**config.mk**
```make
export PLATFORM = sky130hd
export DESIGN_NAME = vfs_boot_seq
export DESIGN_NICKNAME = d
export VERILOG_FILES = /design/src/rtl/vfs_pkg.sv /design/src/rtl/vfs_base_reg.sv /design/src/rtl/vfs_vec_addr.sv /design/src/rtl/vfs_boot_fsm.sv /design/src/rtl/vfs_boot_seq.sv
export SDC_FILE = /design/constraint.sdc
export NUM_CORES = 1
export LEC_CHECK = 0
export ABC_AREA = 0
export BUFFER_PORTS_ARGS = -buffer_cell sky130_fd_sc_hd__buf_2
export CORE_MARGIN = 5
export CORE_UTILIZATION = 50
export CTS_CLUSTER_DIAMETER = 100
export DETAILED_ROUTE_END_ITERATION = 10
export GPL_TIMING_DRIVEN = 1
export PLACE_DENSITY = 0.9
export SLEW_MARGIN = 25
export SYNTH_ARGS = -nofsm -noshare
export SYNTH_HDL_FRONTEND = slang
export SYNTH_SLANG_ARGS = --single-unit
export TNS_END_PERCENT = 1
```
**constraint.sdc**
```tcl
create_clock -name clk -period 5.8 [get_ports clk]
set_clock_uncertainty 0.1 [all_clocks]
set_input_delay 0.58 -clock clk [delete_from_list [all_inputs] [get_ports clk]]
set_output_delay 0.58 -clock clk [all_outputs]
set_load 0.02 [all_outputs]
```
**src/rtl/vfs_pkg.sv**
```systemverilog
package vfs_pkg;
  localparam int unsigned ADDR_W   = 32;
  localparam int unsigned EXC_W    = 9;
  localparam int unsigned ALIGN_LO = 7;
  localparam int unsigned WORD_B   = 4;

  typedef enum logic [1:0] {
    BST_GET_SP = 2'd0,
    BST_GET_PC = 2'd1,
    BST_RUN    = 2'd2,
    BST_LOCK   = 2'd3
  } boot_st_e;
endpackage

```
**src/rtl/vfs_base_reg.sv**
```systemverilog
module vfs_base_reg #(
  parameter int unsigned AW    = 32,
  parameter int unsigned ALIGN = 7
) (
  input  logic          clk,
  input  logic          rst_n,
  input  logic          wr_en,
  input  logic [AW-1:0] wr_data,
  output logic [AW-1:0] base_q
);
  localparam logic [AW-1:0] KEEP_MASK = ~((AW'(1) << ALIGN) - AW'(1));

  logic [AW-1:0] base_d;

  always_comb begin
    base_d = base_q;
    if (wr_en) base_d = wr_data & KEEP_MASK;
  end

  always_ff @(posedge clk or negedge rst_n) begin
    if (!rst_n) base_q <= '0;
    else        base_q <= base_d;
  end

  AST_BASE_FOLLOWS_WRITE: assert property (@(posedge clk) disable iff (!rst_n)
    wr_en |=> base_q == ($past(wr_data) & KEEP_MASK));
endmodule

```
**src/rtl/vfs_vec_addr.sv**
```systemverilog
module vfs_vec_addr #(
  parameter int unsigned AW = 32,
  parameter int unsigned EW = 9
) (
  input  logic          clk,
  input  logic          rst_n,
  input  logic [AW-1:0] base,
  input  logic [EW-1:0] exc_num,
  output logic [AW-1:0] vec_addr
);
  logic [AW-1:0] offset;

  always_comb begin
    offset   = AW'(exc_num) << 2;
    vec_addr = base + offset;
  end

  AST_VEC_WORD_ALIGNED: assert property (@(posedge clk) disable iff (!rst_n)
    vec_addr[1:0] == 2'b00);
endmodule

```
**src/rtl/vfs_boot_fsm.sv**
```systemverilog
module vfs_boot_fsm
  import vfs_pkg::*;
#(
  parameter int unsigned AW     = 32,
  parameter int unsigned SP_OFS = 0,
  parameter int unsigned PC_OFS = 4
) (
  input  logic          clk,
  input  logic          rst_n,
  output logic          mem_req,
  output logic [AW-1:0] mem_addr,
  input  logic          mem_ack,
  input  logic [AW-1:0] mem_rdata,
  input  logic          mem_err,
  output logic          sp_load,
  output logic [AW-1:0] sp_value,
  output logic          pc_load,
  output logic [AW-1:0] pc_value,
  output logic          core_run,
  output logic          lockup
);
  localparam logic [AW-1:0] SP_MASK = ~AW'(3);
  localparam logic [AW-1:0] PC_MASK = ~AW'(1);

  boot_st_e      st_q, st_d;
  logic          sp_cap, pc_cap;
  logic          sp_load_q, pc_load_q;
  logic [AW-1:0] sp_q, pc_q;

  always_comb begin
    st_d   = st_q;
    sp_cap = 1'b0;
    pc_cap = 1'b0;
    case (st_q)
      BST_GET_SP: if (mem_ack) begin
        if (mem_err) st_d = BST_LOCK;
        else begin
          sp_cap = 1'b1;
          st_d   = BST_GET_PC;
        end
      end
      BST_GET_PC: if (mem_ack) begin
        if (mem_err) st_d = BST_LOCK;
        else begin
          pc_cap = 1'b1;
          st_d   = BST_RUN;
        end
      end
      default: st_d = st_q;
    endcase
  end

  always_ff @(posedge clk or negedge rst_n) begin
    if (!rst_n) begin
      st_q      <= BST_GET_SP;
      sp_load_q <= 1'b0;
      pc_load_q <= 1'b0;
      sp_q      <= '0;
      pc_q      <= '0;
    end else begin
      st_q      <= st_d;
      sp_load_q <= sp_cap;
      pc_load_q <= pc_cap;
      if (sp_cap) sp_q <= mem_rdata & SP_MASK;
      if (pc_cap) pc_q <= mem_rdata & PC_MASK;
    end
  end

  always_comb begin
    mem_req  = (st_q == BST_GET_SP) || (st_q == BST_GET_PC);
    mem_addr = (st_q == BST_GET_PC) ? AW'(PC_OFS) : AW'(SP_OFS);
    sp_load  = sp_load_q;
    pc_load  = pc_load_q;
    sp_value = sp_q;
    pc_value = pc_q;
    core_run = (st_q == BST_RUN);
    lockup   = (st_q == BST_LOCK);
  end

  AST_REQ_HELD: assert property (@(posedge clk) disable iff (!rst_n)
    (mem_req && !mem_ack) |=> (mem_req && $stable(mem_addr)));
  AST_RUN_WITH_PC: assert property (@(posedge clk) disable iff (!rst_n)
    $rose(core_run) |-> pc_load);
  AST_PC_AFTER_SP: assert property (@(posedge clk) disable iff (!rst_n)
    sp_load |-> (mem_req && mem_addr == AW'(PC_OFS)));
  AST_LOCK_STICKY: assert property (@(posedge clk) disable iff (!rst_n)
    lockup |=> (lockup && !core_run && !mem_req));
  AST_RUN_STICKY: assert property (@(posedge clk) disable iff (!rst_n)
    core_run |=> core_run);
endmodule

```
**src/rtl/vfs_boot_seq.sv**
```systemverilog
module vfs_boot_seq
  import vfs_pkg::*;
(
  input  logic              clk,
  input  logic              rst_n,
  output logic              mem_req,
  output logic [ADDR_W-1:0] mem_addr,
  input  logic              mem_ack,
  input  logic [ADDR_W-1:0] mem_rdata,
  input  logic              mem_err,
  input  logic              base_wr_en,
  input  logic [ADDR_W-1:0] base_wr_data,
  input  logic [EXC_W-1:0]  exc_num,
  output logic [ADDR_W-1:0] vec_addr,
  output logic              sp_load,
  output logic [ADDR_W-1:0] sp_value,
  output logic              pc_load,
  output logic [ADDR_W-1:0] pc_value,
  output logic              core_run,
  output logic              lockup
);
  logic [ADDR_W-1:0] base_q;

  vfs_boot_fsm #(.AW(ADDR_W), .SP_OFS(0), .PC_OFS(WORD_B)) u_fsm (
    .clk       (clk),
    .rst_n     (rst_n),
    .mem_req   (mem_req),
    .mem_addr  (mem_addr),
    .mem_ack   (mem_ack),
    .mem_rdata (mem_rdata),
    .mem_err   (mem_err),
    .sp_load   (sp_load),
    .sp_value  (sp_value),
    .pc_load   (pc_load),
    .pc_value  (pc_value),
    .core_run  (core_run),
    .lockup    (lockup)
  );

  vfs_base_reg #(.AW(ADDR_W), .ALIGN(ALIGN_LO)) u_base (
    .clk     (clk),
    .rst_n   (rst_n),
    .wr_en   (base_wr_en),
    .wr_data (base_wr_data),
    .base_q  (base_q)
  );

  vfs_vec_addr #(.AW(ADDR_W), .EW(EXC_W)) u_vec (
    .clk      (clk),
    .rst_n    (rst_n),
    .base     (base_q),
    .exc_num  (exc_num),
    .vec_addr (vec_addr)
  );
endmodule

```
# --- Word-level counts from Yosys, hierarchy flattened ---
# Index checks and enable logic that the tools add are counted.
op_classes:
  add_sub_neg: 1
  mul: 0
  div: 0
  magnitude_cmp: 0
  eq_ne: 5
  n_shift: 0
  n_mux: 10
  bitwise_logic: 0
  n_reduce_logical: 4
op_table:
  columns: ["cell", "n"]
  rows:
  - ["32-bit by 11-bit adder with 32-bit output", 1]
  - ["2-bit 2-to-1 mux", 3]
  - ["1-bit 2-to-1 mux", 5]
  - ["2-bit equality test, second input constant", 2]
  - ["2-bit != test, second input constant", 2]
  - ["2-bit one-hot mux with 2 select lines", 1]
  - ["3-bit 2-to-1 mux", 1]
  - ["3-bit AND reduction", 1]
  - ["2-bit by 1-bit equality test with 1-bit output, second input constant", 1]
  - ["2-bit zero test", 1]
  - ["2-bit nonzero test", 1]
  - ["1-bit logical OR", 1]
word_totals:
  register_bits: 90
  latchBits: 0
  ramBits: 0
  mem_bits_ro: 0
  input_bits: 78
  out_inout_bits: 133
  elab_cells: 26
  memories: 0

# --- Depth between registers and ports, before layout ---
# Gate-level depths: netlist (run 1).
logic_depth:
  depth_word: 3
  mapped_depth: 6
  depth_no_buf: 6

# --- Hierarchy ---
# Synthesis (run 1) repeated with hierarchy kept, for this count alone.
unflattened:
  cells_unflattened: 375
  area_unflattened_um2: 5004.8
by_module_without_submodules:
  columns: ["module", "instances", "cells_each", "area_each_um2", "seq_area_each_um2"]
  rows:
  - ["vfs_boot_fsm", 1, 179, 2932.8, 1626.6]
  - ["vfs_base_reg", 1, 61, 1089.8, 625.6]
  - ["vfs_vec_addr", 1, 135, 982.2, 0.0]

# --- Worst setup path before layout (run 1) ---
# OpenSTA, ideal clock, no wires.
synth_path:
  path_type: "input -> output"
  start: "in exc_num[5]"
  end: "out vec_addr[25]"
  t_arrival_ps: 2165
  required_ps: 5120
  path_slack_ps: 2955
  cell_stages: 6
  n_path_buf: 0
  cell_sequence: "ha_1 > fa_1 > a211oi_1 > or2_4 > nor3_1 > xor2_1"
synth_between:
  elab_chain_cells: 1
synth_rtl:
  columns: ["element", "line_no", "rtl"]
  rows:
  - ["start, declared", "vfs_boot_seq.sv:13", "input logic [EXC_W-1:0] exc_num,"]
  - ["32-bit by 11-bit adder with 32-bit output", "vfs_vec_addr.sv:15", "vec_addr = base + offset;"]
  - ["end, declared", "vfs_boot_seq.sv:14", "output logic [ADDR_W-1:0] vec_addr,"]
# No other way between the ends.

# --- Final worst setup path (run 1) ---
layout_path:
  start: "reg u_base.base_q[7]"
  end: "out vec_addr[19]"
layout_between:
  elab_chain_cells: 1
layout_rtl:
  columns: ["element", "line_no", "rtl"]
  rows:
  - ["start, declared", "vfs_base_reg.sv:9", "output logic [AW-1:0] base_q"]
  - ["start signal, assigned", "vfs_base_reg.sv:22", "else base_q <= base_d;"]
  - ["32-bit by 11-bit adder with 32-bit output", "vfs_vec_addr.sv:15", null]
# No other way between the ends.

==> impl_results.md, run 1 <==
- Post-Synthesis Mean Instance Area: 13.5 um2
- Simple-gate share of the synthesized area: 0.0840
- IO Port Bufs: 156
- Min-Delay Path Class: primary input to asynchronous set/reset pin
- Vias after detailed routing: 2,844
- Min Tclk post-route: 3.12 ns
- End of the worst register-to-register path: u_fsm.sp_value[30]$_DFFE_PN0P_
- Layout net count: 553
- Worst Max-Slew Pin Slew: 0.887 ns
- Power after layout: 1.29 mW
- Total wirelength of the detailed-routed design: 9440 um
- Clock edge transition at the registers on the reported setup and hold paths: 0.09 ns
- Setup violation total in the final timing report: 0
- Final core utilization: 0.628
- Number of clock sinks: 90
- Final estimated routing congestion in global placement: 0.849
- Worst slew margin relative to its limit: 0.406
- Arrival @ worst endpoint: 2.44 ns
- Sequential cell area fraction in the yosys report: 0.525
- Power Density: 248 mW/mm2
- Root Driver: clkbuf_8
- Synth Cell Area: 0.00429 mm2
- Placeable core region: 0.00830 mm2
- CTS Buf Count: 9
- Sequential Area: 0.00225 mm2
- Number of antenna diodes: 0
- Fill cell total of the finished layout: 644
- Congestion Overflow GR: 0
- Most frequent cell after synthesis: dfrtp_1
- Final cycle utilization of the critical path: 0.538
- Crit path max fanout: 5
- Post-synthesis share of cell area spent on full adders, half adders and majority gates: 0.0163
- Remaining routing DRC violations: 0
- Clock latency of the later-clocked register in the worst-skew pair: 0.34 ns
- Fraction of synthesized area in multiplexers: 0.223
- Routed wire length per instance: 16.3 um
- Wire length of the first global-routing pass: 14,700 um
- Synthesized netlist cell count: 317
- Maximum vdd ir drop: 0.180 mV
- Std cell rows: 33
- Leading post-synthesis cells by cell area: dfrtp_1, mux2_2, buf_4
- Pre-Repair DR Iteration Count: 4
- Total leakage power: 2.83 nW
- Chip Height: 103 um
- Area growth from synthesis to final layout: 21.5%
- All-layer global routing usage: 0.181
- Parity-gate share of the synthesized area counting xor and xnor cells: 0.0449
- Number of buffers inserted to repair setup after CTS: 0
- Endpoint required time on the critical path: 5.12 ns
- Final Hold Vio Count: 0
- YS warnings: 0
- Post-cts hold buffer count: 0
- Die W: 103 um
- Fraction of the mapped netlist area in compound gates: 0.0163
- Number of enable flip-flop cells after synthesis: 0
- Highest clock frequency the design can meet: 321 MHz
- Fraction of layout cells with a size suffix above 1: 0.573
- Final TNS setup: 0 ns
- Capturing element type of the critical path: output pin
- Post-route non-filler standard cell count: 580
- Run status: completed
- Slew Viols, Final: 0
- TritonCTS clock tree: built
- Max Cap Viol: 0
- Worst R2R Setup Slack: 3.46 ns
- Number of levels in the clock H-tree: 3
- I/O pin count: 211
- Cell variety after synth: 37
- Resized cells post-CTS: 0
- Worst Setup Path Type: register to output pin
- Commonest cells in the synthesized netlist: dfrtp_1, mux2_2, buf_4
- Initial standard-cell utilization of the core: 0.517
- Antenna Nets Post-Route: 0
- Worst setup SP type: register
- Maximum number of pins on one net before global-route repair: 56
- Combined area of the multi-input logic cells: 0.00181 mm2
- Detailed router's first-iteration violation count: 56
- Launching point of the worst reg2reg path: u_fsm.st_q[0]$_DFFE_PN0P_
- Library cell with the largest summed area after synthesis: dfrtp_1
- Die footprint: 0.0105 mm2
- Number of synthesized register bits: 90
- Fraction of registers with async set or reset after synthesis: 1.00
- Portion of synthesized cell area occupied by the leading cell type: 0.525
- Number of antenna violations at the first check in global routing: 0
- Setup repair after global routing missed its margin: no
- Number of global-route vias before repair: 3,007
- Placed Instances: 564
- HPWL after detailed placement: 7470 um
- Buffer levels on the longest clock path: 2
- Post-DR vias/cell: 4.90
- Largest family of logic cells by synthesized area: multiplexers
- Dominant synthesized flop cell: dfrtp_1
- Worst R2R Path Depth: 3
registers in the layout, summed over array words and instances, names as in the netlist:
register	flops
u_fsm.st_q	2
u_fsm.sp_load	1
u_fsm.sp_value	30
u_fsm.pc_load	1
u_fsm.pc_value	31
u_base.base_q	25
cell type report:
type	instances	share of cell area
multi-input cells	208	0.347
inverters	2	0.00144
well taps	105	0.0252
repair buffers	159	0.159
clock inverters	6	0.00889
clock buffers	10	0.0264
flip-flops and latches	90	0.432
critical path, stage by stage (launching register included):
cell and delay [ns]:
dfrtp_1 0.39, ha_1 0.21, fa_1 0.43, a211oi_1 0.41, nor2_1 0.18, nand4_1 0.14, xnor2_1 0.13, buf_2 0.19
metal layers:
metal | wire (um) | GRT usage | vias up | part of all wire
met1 | 3520 | 0.210 | 1370 | 0.37
met3 | 1120 | 0.0778 | 7 | 0.12
met2 | 4730 | 0.310 | 139 | 0.50
met4 | 73 | 0.0424 | 0 | 0.0077
met5 | 0 | 0 | - | 0
li1 | - | - | 1328 | -
cell usage in the layout (no fill, tap or decap), types with 2 or more instances in the layout:
master      synthesis  routed
xor2_1             15      15
nand4_1             2       2
nand2_1            12      12
ha_1                4       4
nor2_1              9       9
a21o_1              2       2
inv_6               0       3
a21oi_1             2       2
dfrtp_1            90      90
buf_4              44       3
xnor2_1             7       7
inv_1               2       2
conb_1              1      36
o21ai_0             2       2
nand3_1             3       3
clkbuf_8            0      10
buf_2               6     155
nor4_2              3       3
a211oi_1            2       2
and3_1              3       3
nor4_4              2       2
mux2_2             84      84
nor3_1              4       4
nor2b_1             2       2
clkinvlp_4          0       2
report_power, final:
part	total, mW	switching [mW]	leakage (nW)	internal [mW]
registers	0.677	0.0243	1.18	0.652
logic	0.221	0.137	1.56	0.0845
clock network	0.393	0.222	0.0897	0.171
total	1.29	0.383	2.83	0.908
cells by family after synthesis:
family | after synthesis
flops | 90
mux | 85
buf+inv | 54
simple gates | 50
xor+xnor | 22
compound gates | 10
fa+ha+maj | 5
other cells | 1
per-stage QoR:
| step | area (um2) | hold slack, ns | setup WS (ns) |
|---|---|---|---|
| 3_3_place_gp | 5000 | 0.370 | 2.73 |
| 5_1_grt | 5210 | 0.108 | 2.50 |
| 3_5_place_dp | 5030 | 0.383 | 2.74 |
| 6_report | 5210 | 0.0902 | 2.68 |
| 2_1_floorplan | 4420 | 0.184 | 2.95 |
| 4_1_cts | 5210 | 0.0794 | 2.67 |
worst max-delay path by stage:
| stage | from | to | slack (ns) | cells past startpoint |
|---|---|---|---|---|
| 2_1_floorplan | exc_num[5] | vec_addr[25] | 2.95 | 6 |
| 3_3_place_gp | exc_num[5] | vec_addr[19] | 2.73 | 8 |
| 3_5_place_dp | exc_num[5] | vec_addr[21] | 2.74 | 8 |
| 4_1_cts | u_base.base_q[7]$_DFFE_PN0P_ | vec_addr[21] | 2.67 | 7 |
| 5_1_grt | u_base.base_q[7]$_DFFE_PN0P_ | vec_addr[19] | 2.50 | 7 |
| 6_report | u_base.base_q[7]$_DFFE_PN0P_ | vec_addr[19] | 2.68 | 7 |
(Power assumes the default switching activity.)
==> inputs of run 2 (changes only) <==
- ABC_AREA: 0 -> 1
- CORE_UTILIZATION: 50 -> 47
- PLACE_DENSITY: 0.9 -> 0.85
- clock period: 5.8 -> 2.95 ns (I/O delays scaled with it)
==> run 2 against run 1 <==
  * Design area increased by 3.0%
  * Via count increased by 34%
  * Cell count increased by 41%
  * Clock power increased by 110%
  * Flip-flop and latch count unchanged
==> impl_results.md, run 2 <==
- All-layer global routing usage: 0.192
- Fraction of the mapped netlist area in compound gates: 0.0899
- Die W: 107 um
- Remaining routing DRC violations: 0
- Final cycle utilization of the critical path: 0.895
- Total wirelength of the detailed-routed design: 10,800 um
- Clock power frac: 0.319
- Number of clock sinks: 90
- Run status: completed
- CTS Buf Count: 9
- Switching power summed over all nets: 0.848 mW
- Min-Delay Path Class: primary input to register
- Switching power as a share of total power: 0.326
- Largest family of logic cells by synthesized area: simple AND/OR/NAND/NOR gates
- Maximum number of pins on one net before global-route repair: 63
- Root Driver: clkbuf_8
- Final Hold Vio Count: 0
- Crit path max fanout: 7
- Final estimated routing congestion in global placement: 0.898
- Worst Setup Path Type: register to output pin
- Antenna Nets Post-Route: 0
- Sequential Area: 0.00225 mm2
- Congestion Overflow GR: 0
- Worst slew margin relative to its limit: 0.526
- Std cell rows: 35
- Fraction of registers with async set or reset after synthesis: 1.00
- Combined area of the multi-input logic cells: 0.00170 mm2
- Dominant synthesized flop cell: dfrtp_1
- Total leakage power: 3.06 nW
- Library cell with the largest summed area after synthesis: dfrtp_1
- Placeable core region: 0.00924 mm2
- Flip-flop count of the largest register, all copies and words added: 31
- Fill cell total of the finished layout: 802
- Number of synthesized register bits: 90
- Post-synthesis share of cell area spent on full adders, half adders and majority gates: 0.0158
- Synthesized netlist cell count: 535
- Clock latency of the later-clocked register in the worst-skew pair: 0.35 ns
- Detailed router's first-iteration violation count: 214
- HPWL after detailed placement: 8250 um
- Vias after detailed routing: 3,797
- Routed wire length per instance: 13.2 um
- Power Internal: 1.76 mW
- Cell variety after synth: 24
- Post-route non-filler standard cell count: 817
- Pre-Repair DR Iteration Count: 4
- Buffer levels on the longest clock path: 2
- Post-DR vias/cell: 4.65
- Simple-gate share of the synthesized area: 0.204
- Setup repair after global routing missed its margin: no
- Number of enable flip-flop cells after synthesis: 0
- Parity-gate share of the synthesized area counting xor and xnor cells: 0.0217
- Max Cap Viol: 0
- Number of antenna violations at the first check in global routing: 0
- Maximum vdd ir drop: 0.304 mV
- Number of antenna diodes: 0
- Register share of total power: 0.510
- Layout net count: 766
- Wire length of the first global-routing pass: 17,700 um
- IO Port Bufs: 156
- Final TNS setup: 0 ns
- Initial standard-cell utilization of the core: 0.481
- Arrival @ worst endpoint: 2.24 ns
- Chip Height: 107 um
- I/O pin count: 211
- Sequential cell area fraction in the yosys report: 0.507
- Commonest cells after routing, fill and taps aside: buf_2, nand2_1, dfrtp_1
- YS warnings: 0
- Post-Synthesis Mean Instance Area: 8.30 um2
- Slew Viols, Final: 0
- Power Density: 485 mW/mm2
- Min Tclk post-route: 2.64 ns
- Most frequent cell after synthesis: nand2_1
- Clock edge transition at the registers on the reported setup and hold paths: 0.10 ns
- Final core utilization: 0.581
- Commonest cells in the synthesized netlist: nand2_1, dfrtp_1, inv_1
- TritonCTS clock tree: built
- Number of global-route vias before repair: 3,751
- Combinational cell fraction of total power: 0.172
- Most common cell after layout, fill and taps aside: buf_2
- Capturing element type of the critical path: output pin
- Synth Cell Area: 0.00444 mm2
- Setup violation total in the final timing report: 0
- Die footprint: 0.0115 mm2
- Fraction of layout cells with a size suffix above 1: 0.285
- Worst Max-Slew Pin Slew: 0.711 ns
- Portion of synthesized cell area occupied by the leading cell type: 0.507
- Worst-case hold slack: 0.0336 ns
- Placed Instances: 800
- Area growth from synthesis to final layout: 20.8%
- Worst setup SP type: register
- Leading post-synthesis cells by cell area: dfrtp_1, nand2_1, buf_4
- Highest clock frequency the design can meet: 379 MHz
- Fraction of synthesized area in multiplexers: 0.0203
- Number of levels in the clock H-tree: 3
- Endpoint required time on the critical path: 2.56 ns
-- run 2: layout make-up --
cell class	instances	share of cell area
Clock buffer	9	0.0231
Clock inverter	7	0.0131
Inverter	64	0.0448
Multi-Input combinational cell	358	0.317
Sequential cell	90	0.420
Tap cell	129	0.0301
Timing Repair Buffer	160	0.152
-- run 2: what timing repair did --
item / in CTS / in global routing
endpoints found under the setup margin: 0 / 0
resized for setup: 0 / 0
hold endpoints to repair: 48 / 0
hold buffers: 1 / 0
setup buffers: 0 / 0
-- run 2: metrics by stage --
stage          setup slack, ns  power (mW)  cell area (um2)
3_5_place_dp             0.698        1.80             5160
3_3_place_gp             0.727        1.78             5160
2_1_floorplan            0.876        1.67             4570
4_1_cts                  0.276        2.64             5360
5_1_grt                  0.111        2.75             5370
6_report                 0.311        2.60             5370
-- run 2: cell families after synthesis --
| family | count (synthesis) |
|---|---|
| and+or+nand+nor | 219 |
| buffers and inverters | 122 |
| DFF | 90 |
| AOI/OAI and AO/OA | 79 |
| xor gates and xnor gates | 11 |
| muxes | 8 |
| adders and majority gates | 5 |
| other | 1 |
-- run 2: final timing paths --
kind / start / endpoint / slack, ns / cells past startpoint
worst min-delay path: base_wr_data[30] / u_base.base_q[30]$_DFFE_PN0P_ / 0.03 / 3
worst max register to register: u_fsm.st_q[1]$_DFFE_PN0P_ / u_fsm.sp_value[4]$_DFFE_PN0P_ / 1.12 / 5
min in group asynchronous: rst_n / u_base.base_q[29]$_DFFE_PN0P_ / 0.39 / 2
worst min register to register: u_fsm.sp_value[15]$_DFFE_PN0P_ / u_fsm.sp_value[15]$_DFFE_PN0P_ / 0.39 / 2
max in group asynchronous: rst_n / u_base.base_q[11]$_DFFE_PN0P_ / 1.62 / 3
worst max-delay path: u_base.base_q[7]$_DFFE_PN0P_ / vec_addr[17] / 0.31 / 9
-- run 2: layer usage --
metal	vias to the layer above	GRT usage	share of wire
met5	-	0	0
met4	0	0.0521	0.014
met3	15	0.0747	0.11
met2	168	0.316	0.47
met1	1737	0.235	0.40
li1	1877	-	-
-- run 2: critical path, cell delays in order (launching register included) --
cell and delay [ns]:
dfrtp_1 0.39, ha_1 0.21, fa_1 0.41, nand2_1 0.08
nand2_1 0.08, nand2_2 0.13, nor2_4 0.07, nand2_1 0.08
xor2_1 0.22, buf_2 0.21
-- run 2: power by group through the flow --
stage | Combinational (mW) | Clock [mW] | Sequential, mW
4_1_cts | 0.449 | 0.860 | 1.33
6_report | 0.447 | 0.830 | 1.33
5_1_grt | 0.496 | 0.917 | 1.33
3_3_place_gp | 0.437 | 0 | 1.35
3_5_place_dp | 0.446 | 0 | 1.35
2_1_floorplan | 0.309 | 0 | 1.36
==> inputs of run 3 (changes only) <==
- BUFFER_PORTS_ARGS: -buffer_cell sky130_fd_sc_hd__buf_2 -> -buffer_cell sky130_fd_sc_hd__clkbuf_2
- CTS_BUF_LIST: not set -> sky130_fd_sc_hd__clkbuf_16
==> run 3 against run 2 <==
  * Critical path depth unchanged
  * Design area increased by 1.8%
  * Hold slack improved by 0.013 ns
  * Combinational power about the same
  * Die area unchanged
  * Sequential share of layout area decreased by 0.75 points
  * Clock power increased by 36%
  * Core utilization increased by 1.1 points
  * Cell count unchanged
  * Fmax increased by 2.4%
  * Register-to-register slack improved by 0.04 ns
  * Largest power group unchanged
==> impl_results.md, run 3 (synthesis gave the netlist of run 2 again) <==
- Number of antenna diodes: 0
- Setup violation total in the final timing report: 0
- Arrival @ worst endpoint: 2.18 ns
- Number of buffers inserted to repair setup after CTS: 0
- Number of global-route vias before repair: 3,805
- Post-cts hold buffer count: 1
- Clock latency of the later-clocked register in the worst-skew pair: 0.34 ns
- Crit path max fanout: 7
- Buffer levels on the longest clock path: 2
- Die footprint: 0.0115 mm2
- Chip Height: 107 um
- Count of cells along the worst hold path: 3
- Maximum vdd ir drop: 0.258 mV
- HPWL after detailed placement: 8150 um
- IO Port Bufs: 156
- Highest clock frequency the design can meet: 388 MHz
- Combinational cell fraction of total power: 0.153
- Pre-Repair DR Iteration Count: 4
- Area growth from synthesis to final layout: 23.0%
- Most common cell after layout, fill and taps aside: clkbuf_2
- Die W: 107 um
- Capturing element type of the critical path: output pin
- Placeable core region: 0.00924 mm2
- Final Hold Vio Count: 0
- Worst Setup Path Type: register to output pin
- Maximum number of pins on one net before global-route repair: 63
- Worst-case hold slack: 0.0466 ns
- Fraction of layout cells with a size suffix above 1: 0.285
- Clock power frac: 0.390
- Switching power as a share of total power: 0.305
- Number of levels in the clock H-tree: 3
- Final TNS setup: 0 ns
- Std cell rows: 35
- Worst Max-Slew Pin Slew: 0.776 ns
- Layout net count: 766
- Flip-flop count of the largest register, all copies and words added: 31
- Congestion Overflow GR: 0
- Final estimated routing congestion in global placement: 0.890
- Post-layout instance area: 0.00546 mm2
- CTS Buf Count: 9
- Placed Instances: 800
- Power after layout: 2.91 mW
- Max Cap Viol: 0
- Min-Delay Path Class: primary input to register
- Vias after detailed routing: 3,776
- Commonest cells after routing, fill and taps aside: clkbuf_2, nand2_1, dfrtp_1
- Worst setup SP type: register
- Worst R2R Path Depth: 5
- Initial standard-cell utilization of the core: 0.481
- Clock edge transition at the registers on the reported setup and hold paths: 0.07 ns
- Number of antenna violations at the first check in global routing: 0
- Total wirelength of the detailed-routed design: 10,700 um
- Post-route non-filler standard cell count: 817
- Endpoint required time on the critical path: 2.56 ns
- TritonCTS clock tree: built
- Antenna Nets Post-Route: 0
- Run status: completed
- Routed wire length per instance: 13.1 um
- Root Driver: clkbuf_16
- Final cycle utilization of the critical path: 0.873
- Switching power summed over all nets: 0.887 mW
- I/O pin count: 211
- Number of clock sinks: 90
- Detailed router's first-iteration violation count: 165
- Power Internal: 2.02 mW
- Min Tclk post-route: 2.58 ns
- Resized cells post-CTS: 0
- Placed Instance Area: 0.00516 mm2
- Total leakage power: 3.07 nW
- Worst slew margin relative to its limit: 0.483
- Setup repair after global routing missed its margin: no
- All-layer global routing usage: 0.191
- Remaining routing DRC violations: 0
- Slew Viols, Final: 0
- Wire length of the first global-routing pass: 17,700 um
- Register share of total power: 0.457
- Post-DR vias/cell: 4.62
- Power Density: 532 mW/mm2
==> run 3: cell types whose count changed in the layout (fill, tap and decap cells not counted) <==
| cell | delta |
|---|---|
| buf_2 | -155 |
| clkbuf_2 | +155 |
| clkbuf_16 | +9 |
| clkbuf_8 | -9 |
| inv_8 | +2 |
| clkinv_4 | -1 |
| clkinv_8 | -1 |
| clkinvlp_4 | +1 |
| inv_6 | -1 |
==> run 3: worst paths after layout <==
| path | to | slack, ns | start |
|---|---|---|---|
| max in group asynchronous | u_fsm.pc_value[16]$_DFFE_PN0P_ | 1.58 | rst_n |
| worst max register to register | u_fsm.sp_value[4]$_DFFE_PN0P_ | 1.16 | u_fsm.st_q[1]$_DFFE_PN0P_ |
| worst min-delay path | u_fsm.pc_value[1]$_DFFE_PN0P_ | 0.05 | mem_rdata[1] |
| worst min register to register | u_fsm.sp_value[15]$_DFFE_PN0P_ | 0.39 | u_fsm.sp_value[15]$_DFFE_PN0P_ |
| worst max-delay path | vec_addr[17] | 0.37 | u_base.base_q[7]$_DFFE_PN0P_ |
| min in group asynchronous | u_base.base_q[27]$_DFFE_PN0P_ | 0.42 | rst_n |
==> run 3: power groups by stage <==
stage               sequential [mW]  clock, mW  combinational, mW
finish                         1.33       1.13              0.446
global route                   1.34       1.23              0.497
CTS                            1.33       1.17              0.449
detailed placement             1.35          0              0.447
global placement               1.35          0              0.437
floorplan                      1.36          0              0.309
==> run 3: critical path, stage by stage (launching register included) <==
cell	delay, ns
dfrtp_1	0.38
ha_1	0.21
fa_1	0.41
nand2_1	0.09
nand2_1	0.08
nand2_2	0.13
nor2_4	0.07
nand2_1	0.08
xor2_1	0.20
clkbuf_2	0.21
==> run 3: layout make-up <==
| type | instances | area [um2] |
|---|---|---|
| fillers | 790 | 3780 |
| flip-flops and latches | 90 | 2250 |
| multi-input cells | 358 | 1700 |
| repair buffers | 160 | 816 |
| inverters | 64 | 240 |
| clock buffers | 9 | 225 |
| well taps | 129 | 161 |
| clock inverters | 7 | 66.3 |
==> run 3: through the flow <==
| stage | utilization | setup WS (ns) |
|---|---|---|
| floorplan | - | 0.876 |
| CTS | 0.591 | 0.362 |
| global route | 0.591 | 0.208 |
| detailed placement | 0.558 | 0.714 |
| global placement | 0.558 | 0.724 |
| finish | 0.591 | 0.374 |
==> run 3: layer usage <==
metal | share of wire | global-route usage | up-vias
met5 | 0 | 0 | -
met4 | 0.0090 | 0.0521 | 0
met3 | 0.10 | 0.0753 | 6
met2 | 0.47 | 0.312 | 160
met1 | 0.41 | 0.237 | 1731
li1 | - | - | 1879
